[src/rtl/mphPwmPkg.sv]
package mphPwmPkg;
  localparam int MAX_CH     = 4;
  localparam int CH_W       = 2;
  localparam int NCH_W      = 3;
  localparam int MIN_PERIOD = 8;

  // Strobes from the control to the per-channel datapath
  typedef struct packed {
    logic [MAX_CH-1:0] turnOff;
    logic [MAX_CH-1:0] chEn;
  } ctlStb_t;

  // Strap decode: pin 3 tied high has priority (two phases), then pin 4 (three)
  function automatic logic [NCH_W-1:0] chanCount(input logic s3, input logic s4);
    if (s3)      return NCH_W'(2);
    else if (s4) return NCH_W'(3);
    else         return NCH_W'(4);
  endfunction
endpackage

[src/rtl/mphPwmCtl.sv]
module mphPwmCtl
  import mphPwmPkg::*;
#(
  parameter int CNT_W = 16
) (
  input  logic             clk,
  input  logic             rstN,
  input  logic [CNT_W-1:0] cfgPeriod,
  input  logic             strapCh3,
  input  logic             strapCh4,
  output ctlStb_t          ctlStb,
  output logic [CNT_W-1:0] qtrLen
);
  logic [CNT_W-1:0] effPer;
  logic [NCH_W-1:0] nSel;
  logic [CNT_W-1:0] perReg;
  logic [CNT_W-1:0] stepReg;
  logic [CNT_W-1:0] qtrReg;
  logic [NCH_W-1:0] nAct;
  logic [CNT_W-1:0] cnt;

  assign effPer = (cfgPeriod < CNT_W'(MIN_PERIOD)) ? CNT_W'(MIN_PERIOD) : cfgPeriod;
  assign nSel   = chanCount(strapCh3, strapCh4);

  // Configuration is captured only while reset is held
  always_ff @(posedge clk) begin
    if (!rstN) begin
      perReg  <= effPer;
      nAct    <= nSel;
      stepReg <= effPer / CNT_W'(nSel);
      qtrReg  <= effPer >> 2;
      cnt     <= '0;
    end else begin
      cnt <= (cnt == perReg - CNT_W'(1)) ? '0 : cnt + CNT_W'(1);
    end
  end

  for (genvar k = 0; k < MAX_CH; k++) begin : gOff
    logic [CNT_W-1:0] offs;
    assign offs                 = CNT_W'(k) * stepReg;
    assign ctlStb.chEn[k]       = (NCH_W'(k) < nAct);
    assign ctlStb.turnOff[k]    = ctlStb.chEn[k] && (cnt == offs);
  end

  assign qtrLen = qtrReg;
endmodule

[src/rtl/mphPwmPhase.sv]
module mphPwmPhase
  import mphPwmPkg::*;
#(
  parameter int CNT_W = 16
) (
  input  logic              clk,
  input  logic              rstN,
  input  ctlStb_t           ctlStb,
  input  logic [CNT_W-1:0]  qtrLen,
  input  logic [MAX_CH-1:0] cmpHit,
  output logic [MAX_CH-1:0] pwmOut,
  output logic              sampleStb,
  output logic [CH_W-1:0]   sampleCh
);
  logic [CNT_W-1:0]  midVal;
  logic [MAX_CH-1:0] midHit;

  // hold counts qtrLen..1 across the window; the midpoint is floor(Q/2) clocks in
  assign midVal = qtrLen - (qtrLen >> 1);

  for (genvar k = 0; k < MAX_CH; k++) begin : gCh
    logic [CNT_W-1:0] hold;
    logic             armed;
    logic             pwmR;

    always_ff @(posedge clk) begin
      if (!rstN || !ctlStb.chEn[k]) begin
        pwmR  <= 1'b0;
        hold  <= '0;
        armed <= 1'b0;
      end else if (ctlStb.turnOff[k]) begin
        pwmR  <= 1'b0;
        hold  <= qtrLen;
        armed <= 1'b1;
      end else begin
        if (hold != '0) hold <= hold - CNT_W'(1);
        if (armed && (hold <= CNT_W'(1)) && cmpHit[k]) pwmR <= 1'b1;
      end
    end

    assign pwmOut[k] = pwmR;
    assign midHit[k] = ctlStb.chEn[k] && (hold == midVal);
  end

  always_comb begin
    sampleCh = '0;
    for (int k = 0; k < MAX_CH; k++) begin
      if (midHit[k]) sampleCh = CH_W'(k);
    end
  end

  assign sampleStb = |midHit;
endmodule

[src/rtl/mphPwmSeq.sv]
module mphPwmSeq
  import mphPwmPkg::*;
#(
  parameter int CNT_W = 16
) (
  input  logic             clk,
  input  logic             rstN,
  input  logic [CNT_W-1:0] cfgPeriod,
  input  logic             strapCh3,
  input  logic             strapCh4,
  input  logic [3:0]       cmpHit,
  output logic [3:0]       pwmOut,
  output logic             sampleStb,
  output logic [1:0]       sampleCh
);
  ctlStb_t          ctlStb;
  logic [CNT_W-1:0] qtrLen;

  mphPwmCtl #(.CNT_W(CNT_W)) uCtl (
    .clk       (clk),
    .rstN      (rstN),
    .cfgPeriod (cfgPeriod),
    .strapCh3  (strapCh3),
    .strapCh4  (strapCh4),
    .ctlStb    (ctlStb),
    .qtrLen    (qtrLen)
  );

  mphPwmPhase #(.CNT_W(CNT_W)) uPhase (
    .clk       (clk),
    .rstN      (rstN),
    .ctlStb    (ctlStb),
    .qtrLen    (qtrLen),
    .cmpHit    (cmpHit),
    .pwmOut    (pwmOut),
    .sampleStb (sampleStb),
    .sampleCh  (sampleCh)
  );
endmodule

[config.mk]
export PLATFORM = sky130hd
export DESIGN_NAME = mphPwmSeq
export DESIGN_NICKNAME = d
export VERILOG_FILES = /design/src/rtl/mphPwmPkg.sv /design/src/rtl/mphPwmCtl.sv /design/src/rtl/mphPwmPhase.sv /design/src/rtl/mphPwmSeq.sv
export SDC_FILE = /design/constraint.sdc
export NUM_CORES = 1
export LEC_CHECK = 0
export BUFFER_PORTS_ARGS = -buffer_cell sky130_fd_sc_hd__buf_2
export CORE_ASPECT_RATIO = 1.1
export CORE_MARGIN = 2
export CORE_UTILIZATION = 60
export DETAILED_ROUTE_END_ITERATION = 10
export PLACE_DENSITY = 0.84
export SYNTH_ARGS = -nofsm -noshare
export SYNTH_HDL_FRONTEND = slang
export SYNTH_SLANG_ARGS = --single-unit
[constraint.sdc]
create_clock -name clk -period 39.8 [get_ports clk]
set_clock_uncertainty 0.15 [all_clocks]
set_input_delay 5.97 -clock clk [delete_from_list [all_inputs] [get_ports clk]]
set_output_delay 5.97 -clock clk [all_outputs]
set_load 0.05 [all_outputs]
==> metrics.txt <==
# TYPE chip_impl_metric gauge
chip_impl_info{name="run_status",value="complete, no violations"} 1
chip_impl_metric{name="vias",unit=""} 12200
chip_impl_metric{name="cp_max_fo",unit=""} 15
chip_impl_info{name="hp-start",value="uPhase.gCh[3].pwmR$_SDFFE_PP0P_"} 1
chip_impl_metric{name="grt_overall_usage",unit=""} 0.317
chip_impl_info{name="timing.hold.worst.class",value="flop to flop"} 1
chip_impl_info{name="root_buffer",value="sky130_fd_sc_hd__clkbuf_16"} 1
chip_impl_metric{name="clkSlewWorstSetupHoldPaths",unit="ps"} 50
chip_impl_metric{name="global_route_wire_length_before_repair",unit="um"} 58000
chip_impl_info{name="critical_path_class",value="primary input to flop"} 1
chip_impl_info{name="r2r-end",value="uPhase.gCh[3].hold[5]$_SDFFE_PP0P_"} 1
chip_impl_metric{name="num-nets-final",unit=""} 1731
chip_impl_metric{name="ys_seq_elements",unit=""} 123
chip_impl_metric{name="synthesis.area_per_instance",unit="um^2"} 7.88
chip_impl_metric{name="cts-resized-gates",unit=""} 0
chip_impl_metric{name="drt_wl_total",unit="um"} 35300
chip_impl_metric{name="grt_max_degree",unit=""} 36
chip_impl_metric{name="gp_congestion",unit=""} 0.969
chip_impl_metric{name="count_of_flip_flops_with_a_built_in_enable_after_synthesis",unit=""} 35
chip_impl_info{name="synth_top_flop_cell",value="sky130_fd_sc_hd__dfxtp_1"} 1
chip_impl_metric{name="slowest_delay",unit="ps"} 540
chip_impl_metric{name="routedWlPerCell",unit="um"} 18.5
chip_impl_metric{name="fin_setup_tns",unit="ps"} 0
chip_impl_metric{name="grt_remaining_overflow",unit=""} 0
chip_impl_info{name="rr_startpoint",value="uCtl.stepReg[1]$_DFFE_PN_"} 1
chip_impl_metric{name="drv_cap",unit=""} 0
chip_impl_metric{name="area_growth_syn_to_layout",unit="%"} 6.27
chip_impl_metric{name="synthArstFlopShare",unit=""} 0
chip_impl_metric{name="grt_antenna_before_repair",unit=""} 0
chip_impl_metric{name="final-hold-violation-count",unit=""} 0
chip_impl_metric{name="hpwlAfterDp",unit="um"} 26000
chip_impl_metric{name="post_route_cells_drive_above_1_share",unit=""} 0.0919
chip_impl_metric{name="reg2regPathDepth",unit=""} 19
chip_impl_metric{name="die_width",unit="um"} 144
chip_impl_metric{name="floorplan.core_area",unit="um^2"} 21200
chip_impl_metric{name="clk-insertion-delay-late",unit="ps"} 430
chip_impl_metric{name="wp_data_required",unit="ps"} 39810
chip_impl_info{name="cts_tree",value="done"} 1
chip_impl_metric{name="report.final.setup_viol",unit=""} 0
chip_impl_metric{name="die-area",unit="um^2"} 22700
chip_impl_info{name="critical_path.slowest_cell",value="sky130_fd_sc_hd__ha_1"} 1
chip_impl_metric{name="placement_rows",unit=""} 56
chip_impl_metric{name="syn-instance-count",unit=""} 1636
chip_impl_info{name="cp-start-kind",value="primary input"} 1
chip_impl_metric{name="synth-seq-area-share",unit=""} 0.218
chip_impl_metric{name="cp_data_arrival_time",unit="ps"} 33270
chip_impl_metric{name="htree_levels",unit=""} 4
chip_impl_info{name="mostFrequentLayoutCells",value="238 x sky130_fd_sc_hd__nor2_1, 139 x sky130_fd_sc_hd__xnor2_1, 97 x sky130_fd_sc_hd__ha_1, 95 x sky130_fd_sc_hd__nand2_1, 93 x sky130_fd_sc_hd__xor2_1"} 1
chip_impl_metric{name="timing_max_transition_violations_final",unit=""} 0
chip_impl_metric{name="port-buffer-count",unit=""} 30
chip_impl_info{name="crit_path_frequent_cell",value="sky130_fd_sc_hd__ha_1"} 1
chip_impl_metric{name="antenna_cells",unit=""} 0
chip_impl_metric{name="cts.path.max_buffers",unit=""} 2
chip_impl_metric{name="syn-cell-area",unit="um^2"} 12900
chip_impl_metric{name="synthesis.nets",unit=""} 1759
chip_impl_metric{name="layout_min_cycle_time",unit="ps"} 33260
chip_impl_metric{name="starting_density_of_the_core",unit=""} 0.607
chip_impl_metric{name="route.detailed.vias_per_inst",unit=""} 6.40
chip_impl_info{name="worstSetupEndpointType",value="flop"} 1
chip_impl_metric{name="post-route-period-util",unit=""} 0.836
chip_impl_info{name="worst_hold_path.endpoint",value="uPhase.gCh[3].pwmR$_SDFFE_PP0P_"} 1
chip_impl_metric{name="num_io_pins",unit=""} 31
chip_impl_metric{name="worst_slew_margin_rel",unit=""} 0.267
chip_impl_metric{name="worst_pin_slew",unit="ps"} 1090
chip_impl_metric{name="maxClockFrequency",unit="MHz"} 30.1
chip_impl_metric{name="cts_inserted_buffers",unit=""} 17
chip_impl_metric{name="dr.pass1.iters",unit=""} 5
chip_impl_metric{name="synth-warning-count",unit=""} 0
chip_impl_info{name="layout.cells.most_common",value="sky130_fd_sc_hd__nor2_1"} 1
chip_impl_metric{name="postCtsSetupRepairBufs",unit=""} 0
chip_impl_metric{name="die_height",unit="um"} 158
chip_impl_info{name="grt_setup_unrepaired",value="no"} 1
chip_impl_metric{name="remaining_drcs",unit=""} 0
chip_impl_metric{name="synth_cell_type_count",unit=""} 110
chip_impl_metric{name="cts.hold.buffers_added",unit=""} 0
chip_impl_metric{name="regToRegSetupSlack",unit="ps"} 34970
chip_impl_metric{name="worst_hold_path_stage_count",unit=""} 2
chip_impl_metric{name="cts.sinks",unit=""} 123
chip_impl_metric{name="ant_nets",unit=""} 0
chip_impl_metric{name="first_global_vias",unit=""} 11800
chip_impl_metric{name="first_drt_iteration_drcs",unit=""} 1138
[worst max path at each step]
stage | start | to | slack, ps | cells past startpoint
after CTS | strapCh3 | uCtl.stepReg[0]$_DFFE_PN_ | 6910 | 111
after detailed placement | strapCh3 | uCtl.stepReg[0]$_DFFE_PN_ | 6620 | 111
after global placement | strapCh3 | uCtl.stepReg[0]$_DFFE_PN_ | 7930 | 112
after global routing | strapCh3 | uCtl.stepReg[0]$_DFFE_PN_ | 4260 | 113
after floorplan | strapCh4 | uCtl.stepReg[0]$_DFFE_PN_ | 10030 | 117
final | strapCh3 | uCtl.stepReg[0]$_DFFE_PN_ | 6540 | 113
[through the flow]
| stage | setup WS (ps) | hold WS [ps] | cells | util | area (um^2) |
|---|---|---|---|---|---|
| 4_1_cts | 6910 | 324 | 1911 | 0.645 | 13700 |
| 2_1_floorplan | 10030 | 288 | 1636 | - | 12900 |
| 5_1_grt | 4260 | 355 | 1911 | 0.645 | 13700 |
| 3_5_place_dp | 6620 | 310 | 1879 | 0.619 | 13100 |
| 3_3_place_gp | 7930 | 301 | 1879 | 0.619 | 13100 |
| 6_report | 6540 | 321 | 1911 | 0.645 | 13700 |
[sequential cells by signal, indices dropped and copies added, names as in the netlist]
name,cells
uCtl.perReg,16
uCtl.stepReg,16
uPhase.gCh.armed,4
uPhase.gCh.hold,64
uCtl.nAct,3
uCtl.cnt,16
uPhase.gCh.pwmR,4
[layout make-up]
class	count	area (um^2)
fillers	1792	7530
flip-flops and latches	123	2810
clock buffers	25	508
well taps	290	363
multi-input cells	1370	9530
repair buffers	37	203
inverters	59	221
clock inverters	7	60.1
[logic make-up after synthesis]
kind of cell | after synthesis | synth area share
AND/OR/NAND/NOR | 625 | 0.242
AO/OA/AOI/OAI | 379 | 0.210
flip-flops | 123 | 0.218
other | 1 | 0.000291
adder cells (fa/ha/maj) | 101 | 0.0989
XOR/XNOR | 232 | 0.158
buffers and inverters | 143 | 0.0444
multiplexers | 32 | 0.0288
[critical path, delay by kind of cell]
kind | cells | cell delay [ps]
buf+inv | 6 | 710
fa+ha+maj | 15 | 4840
simple gates | 38 | 10070
compound gates | 50 | 10520
mux | 4 | 1140
[metal layers]
| layer | wire length, um | up-vias | global-route usage |
|---|---|---|---|
| met5 | 0 | - | 0 |
| met1 | 14300 | 5736 | 0.378 |
| met4 | 1700 | 0 | 0.158 |
| li1 | - | 5818 | - |
| met3 | 2140 | 138 | 0.0439 |
| met2 | 17200 | 540 | 0.556 |
[cell usage after synthesis, drive strengths merged, types with 4 or more instances]
cell type | count | area (um^2)
nand2 | 96 | 363
and3 | 15 | 93.8
o2111a | 4 | 45.0
nor4 | 40 | 256
ha | 97 | 1210
xnor2 | 139 | 1220
nor2b | 8 | 50.1
or4 | 10 | 75.1
a31o | 9 | 78.8
edfxtp | 35 | 1050
a21boi | 10 | 78.8
nand2b | 20 | 125
a21o | 33 | 248
xor2 | 93 | 815
o31ai | 12 | 95.1
o22ai | 7 | 50.1
o21ai | 53 | 273
or3 | 12 | 80.1
a2bb2oi | 4 | 35.0
a21oi | 100 | 572
nand4 | 25 | 193
mux2 | 12 | 143
clkbuf | 74 | 278
o21a | 22 | 166
nand3 | 36 | 203
o211a | 6 | 60.1
buf | 10 | 72.6
nor3 | 77 | 413
a22o | 4 | 35.0
inv | 59 | 221
a211oi | 40 | 323
nand3b | 7 | 52.6
and2 | 12 | 75.1
nor2 | 239 | 905
a211o | 9 | 78.8
mux2i | 20 | 229
o211ai | 13 | 97.6
a31oi | 15 | 100
or2 | 13 | 81.3
dfxtp | 88 | 1760
Power is left out: the tool's default activity adds up to more than one toggle a clock period on the data nets, which glitch-free logic cannot reach.
